==> config.mk <==
export PLATFORM = sky130hd
export DESIGN_NAME = irq_stat_unit
export DESIGN_NICKNAME = d
export VERILOG_FILES = /design/src/rtl/irq_stat_pkg.sv /design/src/rtl/irq_pend_reg.sv /design/src/rtl/irq_mask_reg.sv /design/src/rtl/irq_rd_port.sv /design/src/rtl/irq_stat_unit.sv
export SDC_FILE = /design/constraint.sdc
export NUM_CORES = 1
export LEC_CHECK = 0
export BUFFER_PORTS_ARGS = -buffer_cell sky130_fd_sc_hd__buf_2
export CAP_MARGIN = 20
export CORE_MARGIN = 2
export CORE_UTILIZATION = 32
export DETAILED_ROUTE_END_ITERATION = 10
export PLACE_DENSITY_LB_ADDON = 0.25
export SLEW_MARGIN = 25
export SYNTH_ARGS = -nofsm -noshare
export SYNTH_HDL_FRONTEND = slang
export SYNTH_HIERARCHICAL = 1
export SYNTH_SLANG_ARGS = --single-unit
==> constraint.sdc <==
create_clock -name clk_i -period 1 [get_ports clk_i]
set_clock_uncertainty 0.15 [all_clocks]
set_input_delay 0.15 -clock clk_i [delete_from_list [all_inputs] [get_ports clk_i]]
set_output_delay 0.15 -clock clk_i [all_outputs]
set_load 0.03 [all_outputs]
==> src/rtl/irq_stat_pkg.sv <==
package irq_stat_pkg;
  localparam int N_SRC  = 4;
  localparam int DATA_W = 32;
  localparam int ADDR_W = 2;

  typedef enum logic [ADDR_W-1:0] {
    REG_PEND = 2'd0,
    REG_MASK = 2'd1
  } reg_addr_e;

  typedef enum int {
    SRC_LINE_BEG  = 0,
    SRC_LINE_END  = 1,
    SRC_FRAME_BEG = 2,
    SRC_FRAME_END = 3
  } src_idx_e;
endpackage

==> src/rtl/irq_pend_reg.sv <==
module irq_pend_reg #(
  parameter int N = 4
) (
  input  logic         clk_i,
  input  logic         rst_ni,
  input  logic [N-1:0] evt_i,
  input  logic [N-1:0] clr_i,
  output logic [N-1:0] pend_o
);
  for (genvar k = 0; k < N; k++) begin : g_bit
    logic bit_q;
    always_ff @(posedge clk_i or negedge rst_ni) begin
      if (!rst_ni)       bit_q <= 1'b0;
      else if (evt_i[k]) bit_q <= 1'b1;   // set beats clear
      else if (clr_i[k]) bit_q <= 1'b0;
    end
    assign pend_o[k] = bit_q;
  end
endmodule

==> src/rtl/irq_mask_reg.sv <==
module irq_mask_reg #(
  parameter int N = 4
) (
  input  logic         clk_i,
  input  logic         rst_ni,
  input  logic         we_i,
  input  logic [N-1:0] wdata_i,
  output logic [N-1:0] mask_o
);
  logic [N-1:0] mask_q;
  always_ff @(posedge clk_i or negedge rst_ni) begin
    if (!rst_ni)   mask_q <= '0;
    else if (we_i) mask_q <= wdata_i;
  end
  assign mask_o = mask_q;
endmodule

==> src/rtl/irq_rd_port.sv <==
module irq_rd_port
  import irq_stat_pkg::*;
#(
  parameter int N  = 4,
  parameter int DW = 32,
  parameter int AW = 2
) (
  input  logic          clk_i,
  input  logic          rst_ni,
  input  logic          rd_i,
  input  logic [AW-1:0] addr_i,
  input  logic [N-1:0]  pend_i,
  input  logic [N-1:0]  mask_i,
  output logic [DW-1:0] rdata_o
);
  logic [DW-1:0] rd_mux;
  logic [DW-1:0] rdata_q;

  always_comb begin
    rd_mux = '0;
    unique case (addr_i)
      AW'(REG_PEND): rd_mux[N-1:0] = pend_i;
      AW'(REG_MASK): rd_mux[N-1:0] = mask_i;
      default:       rd_mux = '0;
    endcase
  end

  always_ff @(posedge clk_i or negedge rst_ni) begin
    if (!rst_ni)   rdata_q <= '0;
    else if (rd_i) rdata_q <= rd_mux;
  end
  assign rdata_o = rdata_q;
endmodule

==> src/rtl/irq_stat_unit.sv <==
module irq_stat_unit
  import irq_stat_pkg::*;
#(
  parameter int N  = N_SRC,
  parameter int DW = DATA_W,
  parameter int AW = ADDR_W
) (
  input  logic          clk_i,
  input  logic          rst_ni,
  input  logic [N-1:0]  evt_i,
  input  logic          wr_i,
  input  logic          rd_i,
  input  logic [AW-1:0] addr_i,
  input  logic [DW-1:0] wdata_i,
  output logic [DW-1:0] rdata_o,
  output logic          irq_o
);
  logic [N-1:0] pend_q;
  logic [N-1:0] mask_q;
  logic [N-1:0] clr_vec;
  logic         wr_pend;
  logic         wr_mask;
  logic         wdata_unused;

  assign wr_pend      = wr_i && (addr_i == AW'(REG_PEND));
  assign wr_mask      = wr_i && (addr_i == AW'(REG_MASK));
  assign clr_vec      = wr_pend ? wdata_i[N-1:0] : '0;
  assign wdata_unused = ^wdata_i[DW-1:N];

  irq_pend_reg #(.N(N)) i_pend (
    .clk_i  (clk_i),
    .rst_ni (rst_ni),
    .evt_i  (evt_i),
    .clr_i  (clr_vec),
    .pend_o (pend_q)
  );

  irq_mask_reg #(.N(N)) i_mask (
    .clk_i   (clk_i),
    .rst_ni  (rst_ni),
    .we_i    (wr_mask),
    .wdata_i (wdata_i[N-1:0]),
    .mask_o  (mask_q)
  );

  irq_rd_port #(.N(N), .DW(DW), .AW(AW)) i_rd (
    .clk_i   (clk_i),
    .rst_ni  (rst_ni),
    .rd_i    (rd_i),
    .addr_i  (addr_i),
    .pend_i  (pend_q),
    .mask_i  (mask_q),
    .rdata_o (rdata_o)
  );

  assign irq_o = |(pend_q & mask_q);
endmodule

==> qor.yml <==
hold_path:
  hp-start: "wdata_i[1]"
  hp-class: "in2reg"
run:
  maxCapViolCount: 0
logic_synthesis:
  synth_fa_ha_area_share_pct: 0
  syn_area_per_cell_um2: 9.90
  synth_top_family_by_area: "buffers and inverters"
  synth_compound_gate_area_share_pct: 8.85
  ys_warn_count: 6
  synth_xor_xnor_area_share_pct: 0
  synth_area_leaders: "dfrtp_1, buf_4, mux2_2, mux2i_1, a21o_1"
  netlist.area_leader.share_pct: 37.9
  ys_seq_area_share_pct: 37.9
  synthSimpleGateAreaFrac_pct: 7.27
  ys_types: 15
  synthesis.area_um2: 792
  synthCells: 80
  ys_ff_latch: 12
  yosys.area.top_type: "dfrtp_1"
  synth_mux_area_share_pct: 10.7
sta:
  min_period_over_period_pct: 141
  max_freq_ghz: 0.709
  rsz0062_at_grt: "true"
  worst_hold_slack_ps: -25.1
  setup_viol: 12
  hold_violations: 4
  setup_slack_ps: -410
  drv_slew: 0
  finalCriticalPeriod_ps: 1410
global_route:
  grt_usage_pct: 11.9
  grt_pass1_wl_um: 2370
  grt_pass1_vias: 533
  antenna_found_initial: 0
  grt_remaining_overflow: 0
  grt_max_degree: 13
worst_setup_path:
  setup.worst_path.start: "i_mask/mask_o[0]$_DFFE_PN0P_"
  worst_ep_arrival_time_ps: 1110
  cp_max_fo: 2
  r2r_start: "i_mask/mask_o[0]$_DFFE_PN0P_"
  crit_path_end_kind: "output port"
  critPathLaunchType: "register"
  worstSetupPathType: "reg2out"
  cp.required_ps: 700
status:
  status: "finished, violations left"
  violations: "hold timing, setup timing"
placement:
  place_area_um2: 871
  hpwl_um: 1090
  io_buffers: 18
  pre_cts_slack_ps: -202
  gp_congestion: 0.728
  dp_cells: 131
floorplanning:
  core_area_um2: 2410
  die_area_um2: 2890
  start_util_pct: 32.9
  io_pins: 75
  die_y_um: 53.8
  chipWidth_um: 53.8
  rows: 18
cts:
  hold_buffers: 6
  clkTransAtPathRegs_ps: 80
  cts-htree-levels: 1
  ctsRootBufferMaster: "clkbuf_4"
  clk_latency_ps: 260
  cts_num_sinks: 12
  numCtsBuffers: 3
  clock_path_buffers: 2
  cts_tree: "done"
drt:
  wl_per_cell_um: 9.76
  ant_nets: 0
  vias: 559
  drc: 0
  via_per_inst: 3.86
  drtIter0Drc: 0
  dr.pass1.iters: 1
  routed_wirelength_um: 1420
cells_and_area:
  fin_cells: 145
  mostFrequentLayoutCells: "conb_1, buf_2, dfrtp_1, buf_6, buf_4"
  nNetsFinal: 159
  mostFrequentLayoutCell: "conb_1"
  fin_area_um2: 1050
  fill_cells: 252
  drive_gt1_share_pct: 40.9
  syn_to_final_growth_pct: 32.9
  diodes: 0
power:
  p_sw_share_pct: 35.0
  vdd_drop_max_mv: 0.749
  p_switching_w: 0.000508
  p_per_area_nw_per_um2: 1380
  pwr-share-seq_pct: 40.7
  p_leak_nw: 0.533
  p_clk_share_pct: 20.2
  p_int_w: 0.000942
  combPwrFrac_pct: 39.1
area by class of cell:
| class | count | area (µm²) | share of cell area, % |
|---|---|---|---|
| Clock buffer | 3 | 22.5 | 2.14 |
| Timing Repair Buffer | 38 | 305 | 29.0 |
| Tap cell | 30 | 37.5 | 3.57 |
| Inverter | 8 | 30.0 | 2.85 |
| Sequential cell | 12 | 300 | 28.5 |
| Multi-Input combinational cell | 54 | 357 | 33.9 |
metrics by stage:
step	hold WS, ps	utilization, %	setup TNS (ps)	total power, W
floorplan	-296	-	-98.8	0.000997
finish	-25.1	43.7	-1280	0.00145
detailed placement	-98.4	36.1	-1560	0.00104
global placement	-103	36.1	-1280	0.00103
CTS	-32.6	41.8	-1120	0.00141
global route	-29.3	43.7	-1690	0.00154
what timing repair did:
action                     in CTS  in global routing
setup endpoints to repair      12                 12
hold endpoints to repair       24                  4
setup buffers                   1                  5
pin swaps                       4                  5
resized for setup              14                  4
worst max-delay path, cell delays in order, from the launching register on:
cell     delay, ps
dfrtp_1        390
a22oi_2        220
nand2_2         90
buf_6          150
sequential cells by signal, summed over array words and instances, names as in the netlist:
signal              flops
i_mask/mask_o           4
i_pend/g_bit.bit_q      4
i_rd/rdata_o            4
power groups by stage:
stage / logic, W / clock network (W) / registers [W]
4_1_cts: 0.000518 / 0.000307 / 0.000589
3_3_place_gp: 0.000446 / 0 / 0.000588
2_1_floorplan: 0.000372 / 0 / 0.000625
5_1_grt: 0.000612 / 0.000333 / 0.000597
6_report: 0.000567 / 0.000293 / 0.000591
3_5_place_dp: 0.000452 / 0 / 0.000591
Yosys cell counts (all sizes together):
| cell | instances |
|---|---|
| nor3b | 1 |
| nand2b | 1 |
| and2 | 4 |
| conb | 1 |
| inv | 8 |
| a22oi | 2 |
| buf | 32 |
| mux2 | 4 |
| dfrtp | 12 |
| a21o | 4 |
| nand2 | 1 |
| o22ai | 4 |
| clkbuf | 1 |
| and3b | 1 |
| mux2i | 4 |
worst paths after layout:
| kind | end | cells after the start | slack (ps) |
|---|---|---|---|
| setup / recovery | irq_o | 3 | -410 |
| hold / removal | i_mask/mask_o[1]$_DFFE_PN0P_ | 2 | -30 |
| setup reg to reg | i_mask/mask_o[0]$_DFFE_PN0P_ | 3 | -140 |
| hold reg to reg | i_mask/mask_o[1]$_DFFE_PN0P_ | 1 | 460 |
| max in group asynchronous | i_pend/g_bit[2].bit_q$_DFFE_PN0P_ | 2 | 340 |
| min in group asynchronous | i_mask/mask_o[1]$_DFFE_PN0P_ | 2 | 140 |
layer usage:
metal / track usage, % / share of wire [%]
met1: 14.6 / 42
met2: 19.3 / 49
met3: 2.50 / 7.8
met4: 6.41 / 0.71
met5: 0 / 0
cells by family (layout without fill, tap and decap cells):
family | count (synthesis) | in the layout
buf+inv | 41 | 49
simple gates | 8 | 8
flops | 12 | 12
compound gates | 10 | 10
mux | 8 | 8
other cells | 1 | 28
Power figures use the tool's default switching activity.
